[config.mk]
export PLATFORM = sky130hd
export DESIGN_NAME = trace_match_monitor
export DESIGN_NICKNAME = d
export VERILOG_FILES = /design/src/rtl/tmm_pkg.sv /design/src/rtl/tmm_regs.sv /design/src/rtl/tmm_cmp.sv /design/src/rtl/tmm_collect.sv /design/src/rtl/trace_match_monitor.sv
export SDC_FILE = /design/constraint.sdc
export NUM_CORES = 1
export LEC_CHECK = 0
export BUFFER_PORTS_ARGS = -buffer_cell sky130_fd_sc_hd__buf_4
export CORE_AREA = 2 2 223 225
export CTS_BUF_LIST = sky130_fd_sc_hd__clkbuf_8
export DETAILED_ROUTE_END_ITERATION = 7
export DIE_AREA = 0 0 225 227
export PLACE_DENSITY = 0.53
export RECOVER_POWER = 50
export SLEW_MARGIN = 15
export SYNTH_ARGS = -nofsm -noshare
export SYNTH_HDL_FRONTEND = slang
export SYNTH_SLANG_ARGS = --single-unit
[constraint.sdc]
create_clock -name clk -period 6 [get_ports clk]
set_input_delay 1.2 -clock clk [delete_from_list [all_inputs] [get_ports clk]]
set_output_delay 1.2 -clock clk [all_outputs]
set_load 0.1 [all_outputs]
[src/rtl/tmm_pkg.sv]
package tmm_pkg;
  localparam int unsigned OFS_CTRL  = 'hA00;
  localparam int unsigned OFS_TSEN  = 'hA04;
  localparam int unsigned OFS_TSPAT = 'hA08;
  localparam int unsigned OFS_TSMSK = 'hA10;
  localparam int unsigned OFS_TRPAT = 'hA18;
  localparam int unsigned OFS_TRMSK = 'hA20;
  localparam int unsigned CTRL_EN_BIT   = 0;
  localparam int unsigned CTRL_MODE_BIT = 1;
endpackage

[src/rtl/tmm_regs.sv]
module tmm_regs import tmm_pkg::*; #(
  parameter int unsigned DATA_W = 64,
  parameter int unsigned REG_W  = 32,
  parameter int unsigned ADDR_W = 12
) (
  input  logic              clk,
  input  logic              rst_n,
  input  logic              reg_wr,
  input  logic [ADDR_W-1:0] reg_addr,
  input  logic [REG_W-1:0]  reg_wdata,
  output logic [REG_W-1:0]  reg_rdata,
  output logic              ctl_en,
  output logic              ctl_mode,
  output logic              ts_en,
  output logic [DATA_W-1:0] ts_pat,
  output logic [DATA_W-1:0] ts_msk,
  output logic [DATA_W-1:0] tr_pat,
  output logic [DATA_W-1:0] tr_msk
);
  localparam int unsigned NW = DATA_W / REG_W;

  logic [REG_W-1:0] tspat_q [NW];
  logic [REG_W-1:0] tsmsk_q [NW];
  logic [REG_W-1:0] trpat_q [NW];
  logic [REG_W-1:0] trmsk_q [NW];
  logic             en_q, mode_q, tsen_q;

  function automatic logic hit_addr(input logic [ADDR_W-1:0] a,
                                    input int unsigned base, input int unsigned idx);
    return a == ADDR_W'(base + 4 * idx);
  endfunction

  always_ff @(posedge clk or negedge rst_n) begin
    if (!rst_n) begin
      en_q   <= 1'b0;
      mode_q <= 1'b0;
      tsen_q <= 1'b0;
      for (int i = 0; i < NW; i++) begin
        tspat_q[i] <= '0;
        tsmsk_q[i] <= '0;
        trpat_q[i] <= '0;
        trmsk_q[i] <= '0;
      end
    end else if (reg_wr) begin
      if (hit_addr(reg_addr, OFS_CTRL, 0)) begin
        en_q   <= reg_wdata[CTRL_EN_BIT];
        mode_q <= reg_wdata[CTRL_MODE_BIT];
      end
      if (hit_addr(reg_addr, OFS_TSEN, 0)) tsen_q <= reg_wdata[0];
      for (int i = 0; i < NW; i++) begin
        if (hit_addr(reg_addr, OFS_TSPAT, i)) tspat_q[i] <= reg_wdata;
        if (hit_addr(reg_addr, OFS_TSMSK, i)) tsmsk_q[i] <= reg_wdata;
        if (hit_addr(reg_addr, OFS_TRPAT, i)) trpat_q[i] <= reg_wdata;
        if (hit_addr(reg_addr, OFS_TRMSK, i)) trmsk_q[i] <= reg_wdata;
      end
    end
  end

  always_comb begin
    reg_rdata = '0;
    if (hit_addr(reg_addr, OFS_CTRL, 0)) begin
      reg_rdata[CTRL_EN_BIT]   = en_q;
      reg_rdata[CTRL_MODE_BIT] = mode_q;
    end
    if (hit_addr(reg_addr, OFS_TSEN, 0)) reg_rdata[0] = tsen_q;
    for (int i = 0; i < NW; i++) begin
      if (hit_addr(reg_addr, OFS_TSPAT, i)) reg_rdata = tspat_q[i];
      if (hit_addr(reg_addr, OFS_TSMSK, i)) reg_rdata = tsmsk_q[i];
      if (hit_addr(reg_addr, OFS_TRPAT, i)) reg_rdata = trpat_q[i];
      if (hit_addr(reg_addr, OFS_TRMSK, i)) reg_rdata = trmsk_q[i];
    end
  end

  for (genvar g = 0; g < NW; g++) begin : g_join
    assign ts_pat[g*REG_W +: REG_W] = tspat_q[g];
    assign ts_msk[g*REG_W +: REG_W] = tsmsk_q[g];
    assign tr_pat[g*REG_W +: REG_W] = trpat_q[g];
    assign tr_msk[g*REG_W +: REG_W] = trmsk_q[g];
  end

  assign ctl_en   = en_q;
  assign ctl_mode = mode_q;
  assign ts_en    = tsen_q;

  // control readback carries nothing beyond its two defined bits
  a_r2_ctrl_rd_bits: assert property (@(posedge clk) disable iff (!rst_n)
    hit_addr(reg_addr, OFS_CTRL, 0) |-> (reg_rdata[REG_W-1:2] == '0));
endmodule

[src/rtl/tmm_cmp.sv]
module tmm_cmp #(
  parameter int unsigned DATA_W = 64
) (
  input  logic              clk,
  input  logic              rst_n,
  input  logic              strobe,
  input  logic              gate,
  input  logic [DATA_W-1:0] data,
  input  logic [DATA_W-1:0] pat,
  input  logic [DATA_W-1:0] msk,
  output logic              hit,
  output logic              pulse
);
  function automatic logic masked_eq(input logic [DATA_W-1:0] d,
                                     input logic [DATA_W-1:0] p,
                                     input logic [DATA_W-1:0] m);
    return ((d ^ p) & m) == '0;
  endfunction

  assign hit = masked_eq(data, pat, msk);

  always_ff @(posedge clk or negedge rst_n) begin
    if (!rst_n) pulse <= 1'b0;
    else        pulse <= strobe & gate & hit;
  end

  // a pulse always traces back to a strobed word
  a_r4_pulse_from_word: assert property (@(posedge clk) disable iff (!rst_n)
    pulse |-> $past(strobe && gate));
  // nothing compared means always a hit
  a_r5_zero_mask_hits: assert property (@(posedge clk) disable iff (!rst_n)
    (strobe && gate && msk == '0) |=> pulse);
endmodule

[src/rtl/tmm_collect.sv]
module tmm_collect #(
  parameter int unsigned DATA_W = 64
) (
  input  logic              clk,
  input  logic              rst_n,
  input  logic              en,
  input  logic              mode_chg,
  input  logic              valid,
  input  logic [DATA_W-1:0] data,
  output logic              coll_valid,
  output logic [DATA_W-1:0] coll_data
);
  logic              first_q;
  logic [DATA_W-1:0] last_q;
  logic              differs;
  logic              take;

  assign differs = (data != last_q);
  assign take    = en & valid & (~mode_chg | first_q | differs);

  always_ff @(posedge clk or negedge rst_n) begin
    if (!rst_n) begin
      first_q    <= 1'b1;
      last_q     <= '0;
      coll_valid <= 1'b0;
    end else begin
      coll_valid <= take;
      if (!en)       first_q <= 1'b1;
      else if (take) first_q <= 1'b0;
      if (take)      last_q  <= data;
    end
  end

  assign coll_data = last_q;

  // a repeated word in change-only mode is dropped
  a_r8_repeat_dropped: assert property (@(posedge clk) disable iff (!rst_n)
    (en && valid && mode_chg && !first_q && !differs) |=> !coll_valid);
  // first word after enable is kept
  a_r8_first_kept: assert property (@(posedge clk) disable iff (!rst_n)
    (en && valid && first_q) |=> coll_valid);
  // continuous mode keeps every word with its data
  a_r7_cont_all: assert property (@(posedge clk) disable iff (!rst_n)
    (en && valid && !mode_chg) |=> (coll_valid && coll_data == $past(data)));
endmodule

[src/rtl/trace_match_monitor.sv]
module trace_match_monitor #(
  parameter int unsigned DATA_W = 64,
  parameter int unsigned REG_W  = 32,
  parameter int unsigned ADDR_W = 12
) (
  input  logic              clk,
  input  logic              rst_n,
  input  logic              reg_wr,
  input  logic [ADDR_W-1:0] reg_addr,
  input  logic [REG_W-1:0]  reg_wdata,
  output logic [REG_W-1:0]  reg_rdata,
  input  logic              din_valid,
  input  logic [DATA_W-1:0] din_data,
  output logic              coll_valid,
  output logic [DATA_W-1:0] coll_data,
  output logic              trig_pulse,
  output logic              ts_req
);
  logic              ctl_en, ctl_mode, ts_en;
  logic [DATA_W-1:0] ts_pat, ts_msk, tr_pat, tr_msk;
  logic              ts_hit, tr_hit;
  logic              word_in;

  assign word_in = din_valid & ctl_en;

  tmm_regs #(.DATA_W(DATA_W), .REG_W(REG_W), .ADDR_W(ADDR_W)) u_regs (
    .clk(clk), .rst_n(rst_n), .reg_wr(reg_wr), .reg_addr(reg_addr),
    .reg_wdata(reg_wdata), .reg_rdata(reg_rdata), .ctl_en(ctl_en),
    .ctl_mode(ctl_mode), .ts_en(ts_en), .ts_pat(ts_pat), .ts_msk(ts_msk),
    .tr_pat(tr_pat), .tr_msk(tr_msk)
  );

  tmm_cmp #(.DATA_W(DATA_W)) u_trig_cmp (
    .clk(clk), .rst_n(rst_n), .strobe(word_in), .gate(1'b1),
    .data(din_data), .pat(tr_pat), .msk(tr_msk), .hit(tr_hit), .pulse(trig_pulse)
  );

  tmm_cmp #(.DATA_W(DATA_W)) u_ts_cmp (
    .clk(clk), .rst_n(rst_n), .strobe(word_in), .gate(ts_en),
    .data(din_data), .pat(ts_pat), .msk(ts_msk), .hit(ts_hit), .pulse(ts_req)
  );

  tmm_collect #(.DATA_W(DATA_W)) u_collect (
    .clk(clk), .rst_n(rst_n), .en(ctl_en), .mode_chg(ctl_mode),
    .valid(din_valid), .data(din_data), .coll_valid(coll_valid), .coll_data(coll_data)
  );

  // no accepted word, no strobe of any kind
  a_r3_idle_quiet: assert property (@(posedge clk) disable iff (!rst_n)
    !(din_valid && ctl_en) |=> (!coll_valid && !trig_pulse && !ts_req));
  // timestamp request requires the enable bit in the prior cycle
  a_r6_ts_gated: assert property (@(posedge clk) disable iff (!rst_n)
    ts_req |-> $past(ts_en));
  // an accepted matching word always triggers
  a_r4_match_fires: assert property (@(posedge clk) disable iff (!rst_n)
    (word_in && tr_hit) |=> trig_pulse);
  // an accepted, enabled timestamp match always requests
  a_r6_ts_fires: assert property (@(posedge clk) disable iff (!rst_n)
    (word_in && ts_en && ts_hit) |=> ts_req);
endmodule

### Word level (Yosys, flattened, before mapping)

Index checks and enable logic that the tools add are counted.

* register bits after elaboration: 327
* latch bits: 0
* memory bits (writable): 0
* ROM bits: 0
* input port bits: 112
* output and inout port bits: 99
* word-level logic and storage cells: 64
* memories: 0

* add/subtract/negate cells: 0
* multiply operators: 0
* div/mod/pow operators: 0
* $lt $le $gt $ge: 0
* equality and inequality tests: 12
* shift operators: 0
* mux-type cells: 12
* bitwise gates (word level): 12
* reduce and logical (&&, ||, !) cells: 12

Operators by type and width (number)
* 32-bit 2-to-1 mux: 8
* 64-bit bitwise AND: 2
* 64-bit logical NOT: 2
* 64-bit XOR: 2
* 12-bit == test, second input constant: 10
* 64-bit inequality test: 1
* 2-bit AND reduction: 10
* 1-bit bitwise AND: 5
* 1-bit 2-to-1 mux: 3
* 2-bit 2-to-1 mux: 1
* 2-bit by 1-bit inequality test with 1-bit output, second input constant: 1
* 1-bit OR: 2
* 1-bit inverter: 1

### Longest topological paths before layout

* depth after elaboration: 11
* depth in mapped cells: 9
* mapped depth without buffers: 6

### Hierarchy

Synthesis repeated with hierarchy kept, for this count alone.

* cell total of the unflattened synthesis: 1455
* area total of the unflattened synthesis: 17186.5 um2

Modules (own cells, without submodules)
* tmm_regs: times used 1, cells an instance 985, area each 12004.0 um2, seq. area each 6481.2 um2
* tmm_collect: times used 1, cells an instance 248, area each 3348.2 um2, seq. area each 1652.8 um2
* tmm_cmp: times used 2, cells an instance 110, area each 912.1 um2, seq. area each 25.0 um2
* trace_match_monitor: times used 1, cells an instance 2, area each 10.0 um2, seq. area each 0.0 um2

### Worst setup path after synthesis

No wires, ideal clock.

* kind: input to output
* start: in reg_addr[1]
* end: out reg_rdata[13]
* arrival time: 4.681 ns
* data required time: 4.800 ns
* slack: 0.119 ns
* cell stages on the path: 7
* buffers on the path: 3
* path through: nor3_1 > and3_1 > clkbuf_1 > clkbuf_1 > buf_2 > a211oi_1 > o21ai_0

* longest elaborated chain between the ends: 9
* elaborated cells between the ends (all ways): 16
* classes of those cells: eq/ne (8); mux (8)

Ends and longest elaborated chain
* start, declared: line trace_match_monitor.sv:9 `input logic [ADDR_W-1:0] reg_addr,`
* 12-bit == test: line tmm_regs.sv:30 `return a == ADDR_W'(base + 4 * idx);`
* 32-bit 2-to-1 mux: line tmm_regs.sv:67 `if (hit_addr(reg_addr, OFS_TSPAT, i)) reg_rdata = tspat_q[i];`
* 32-bit 2-to-1 mux: line tmm_regs.sv:68 `if (hit_addr(reg_addr, OFS_TSMSK, i)) reg_rdata = tsmsk_q[i];`
* 32-bit 2-to-1 mux: line tmm_regs.sv:69 `if (hit_addr(reg_addr, OFS_TRPAT, i)) reg_rdata = trpat_q[i];`
* 32-bit 2-to-1 mux: line tmm_regs.sv:70 `if (hit_addr(reg_addr, OFS_TRMSK, i)) reg_rdata = trmsk_q[i];`
* 32-bit 2-to-1 mux: line tmm_regs.sv:67
* 32-bit 2-to-1 mux: line tmm_regs.sv:68
* 32-bit 2-to-1 mux: line tmm_regs.sv:69
* 32-bit 2-to-1 mux (*): line tmm_regs.sv:70
* end, declared: line trace_match_monitor.sv:11 `output logic [REG_W-1:0] reg_rdata,`

Every way passes the cells marked *; elsewhere a longest branch is shown, timed or not.

### Worst setup path after layout

* start: in reg_addr[1]
* end: out reg_rdata[30]

The elaborated chain is that of the path after synthesis.

==> metrics.cfg <==
[run_status]
status=finished, violations left
violations=max-capacitance violations, max-slew violations

[critical_path]
cp-start-kind=input pin
cp_cell_sequence=buf_4 > or3b_1 > nor3_4 > buf_4 > a221oi_1 > a21oi_1 > o22ai_1 > a21oi_1 > buf_4
crit_fanout=12
end_kind=output port
critPathKind=input pin to output port
worstPathBufferInverterCount=3
crit_cells=9
crit_family=simple AND/OR/NAND/NOR gates
rr_worst_depth=7
cp_slowest_cell=nor3_4
critPathMaxStageDelay_ns=0.75
crit_top_cell=buf_4
cp.arrival_ns=3.97
required_ns=4.80

[hold_path]
holdCritPathClass=flip-flop to flip-flop
holdPathStages=2

[yosys]
syn_inst=1422
synth-edff-count=0
synth_area_leader_cell=dfrtp_1
synthFlopType=dfrtp_1
ys_types=51
ys_seq_area_share_pct=48.4
synth-seq-cells=327
syn_nets=1534
synthTopCellsByArea=dfrtp_1, mux2_2, xor2_1
synthesis.area_sq_um=16900
async_flop_share_pct=100
yosys.area.top_type_share_pct=48.3
ys_warn_count=0
syn_area_per_cell_sq_um=11.9

[route]
first_iter_violations=1211
viasPerCell=5.76
drc=0
vias=13436
drt-total-wl_um=68300
postRouteAntennaNets=0
drtPass1Iterations=6
avgRoutedWirePerCell_um=29.3

[timing]
worst_slew_pin_slew_ns=2.74
min_period_over_period_pct=86.2
skew_ns=0.0245
fin_hold_ws_ns=0.474
setup_viol=0
rsz0062_at_grt=no
hold_viol_final=0
fmax_mhz=193
maxSlewViolCount=202
fin_tns_setup_ns=0
finalCriticalPeriod_ns=5.17
relSlewSlack_pct=-82.9

[global_routing]
first_global_vias=13559
grt_pass1_wl_um=96900
grt.total_usage_pct=26.6
grt_max_degree=116
antenna_found_initial=3
grt_remaining_overflow=0

[floorplanning]
die_y_um=227
rows=81
die_area_sq_um=51100
coreArea_sq_um=48500
initial_core_util_pct=34.8
die_width_um=225
io_pins=211

[cts]
path_clk_slew_ns=0.06
cts_setup_buffers=0
h-tree-depth=2
cts_tree=done
cts_root_buffer=clkbuf_8
insertion_delay_ns=0.68
cts_hold_buf=0
cts_buffer_depth=3
cts.sinks=327
cts-resized-gates=0
numCtsBuffers=59

[power]
power_density_nw_per_um2=238
power.leakage_nw=10.2
peakVddDrop_mv=0.132

[flow_run]
drv_cap=3

[finish]
drive_gt1_share_pct=35.8
area_delta_synth_final_pct=20.1
final_nets=1772
stdcell_count=2331
fillers=4744

[placed_design]
io_buffers=210
dp.cells=2221
gp_congestion=0.896
dp_hpwl_um=48800

[synth_stat cells (all sizes together), types with 17 or more instances]
cell      n
a211oi   29
a21oi    51
a221oi   33
a22o     17
a22oi    26
buf      41
clkbuf   38
dfrtp   326
inv      25
mux2    320
nand2    71
nor2     41
nor2b    18
o21ai    83
o22ai    23
xor2    166
[state kept, by name, indices dropped and copies added (netlist names)]
name and flops:
u_collect.coll_data 64, u_collect.coll_valid 1, u_collect.first_q 1, u_regs.ctl_en 1, u_regs.ctl_mode 1, u_regs.tr_msk 64
u_regs.tr_pat 64, u_regs.ts_en 1, u_regs.ts_msk 64, u_regs.ts_pat 64, u_trig_cmp.pulse 1, u_ts_cmp.pulse 1
[cell usage in the layout (no fill, tap or decap), types with 4 or more instances in the layout]
cell,instances
nor4_1,16
nor2_1,38
buf_12,4
a21oi_1,50
a22oi_1,26
nand2b_1,9
dfrtp_1,326
o22ai_1,23
clkbuf_1,49
nand4_1,8
mux2_4,36
a211oi_1,29
a22o_1,17
clkbuf_8,72
clkinv_2,6
mux2_1,8
o21ai_0,76
a221o_1,16
o21ai_1,7
nor2b_1,18
and3_1,6
inv_1,51
nand2_1,71
xor2_1,166
mux2_2,276
buf_4,201
mux2i_1,5
nand3_1,15
a221oi_1,33
[through the flow]
step,cell area (sq um),setup WS (ns),power [mW],util [%]
2_1_floorplan,16900,0.119,2.49,-
3_3_place_gp,19300,0.939,2.76,39.8
3_5_place_dp,19300,0.879,2.76,39.8
4_1_cts,20500,0.869,4.88,42.2
5_1_grt,20300,0.755,5.01,41.8
6_report,20300,0.828,4.83,41.8
[worst min-delay path, stage by stage (launching register included)]
cell and delay (ns):
dfstp_2 0.37, inv_1 0.04, a21oi_1 0.06
[layer usage]
layer | track usage, % | share of wire, % | vias up
met5 | 0 | 0.037 | -
met4 | 12.0 | 4.5 | 4
met3 | 6.23 | 7.9 | 149
met2 | 41.6 | 45 | 623
met1 | 35.1 | 42 | 6951
li1 | - | - | 5709
[worst paths after layout]
check                                        from                       to  slack (ns)
max in group asynchronous                   rst_n  u_collect.coll_data[22]        1.68
hold reg to reg                 u_collect.first_q        u_collect.first_q        0.47
setup / recovery                      reg_addr[1]            reg_rdata[30]        0.83
min in group asynchronous                   rst_n        u_regs.tr_pat[35]        1.35
hold / removal                  u_collect.first_q        u_collect.first_q        0.47
setup reg to reg           u_collect.coll_data[6]  u_collect.coll_data[53]        2.69
[cell type report]
type | count | area (sq um) | area share [%]
clock inverters | 36 | 181 | 0.894
repair buffers | 256 | 1780 | 8.79
clock buffers | 72 | 991 | 4.88
flip-flops and latches | 327 | 8180 | 40.3
well taps | 622 | 778 | 3.84
multi-input cells | 991 | 8270 | 40.8
diodes | 2 | 5.00 | 0.0247
inverters | 25 | 93.8 | 0.462
[where the power goes]
group          leakage [nW]  total (mW)  internal, mW  switching (mW)
combinational          4.93       0.463         0.127           0.336
sequential             4.54        2.25          2.23          0.0227
clock                 0.699        2.12          1.12           0.999
total                  10.2        4.83          3.48            1.36
[logic make-up after synthesis]
| family | Yosys count | synth area share (%) |
|---|---|---|
| compound gates | 295 | 11.7 |
| flops | 327 | 48.4 |
| xor+xnor | 166 | 8.60 |
| simple gates | 205 | 5.98 |
| buf+inv | 104 | 2.84 |
| mux | 325 | 22.4 |
Note: power is estimated with default switching activity, not from simulation.
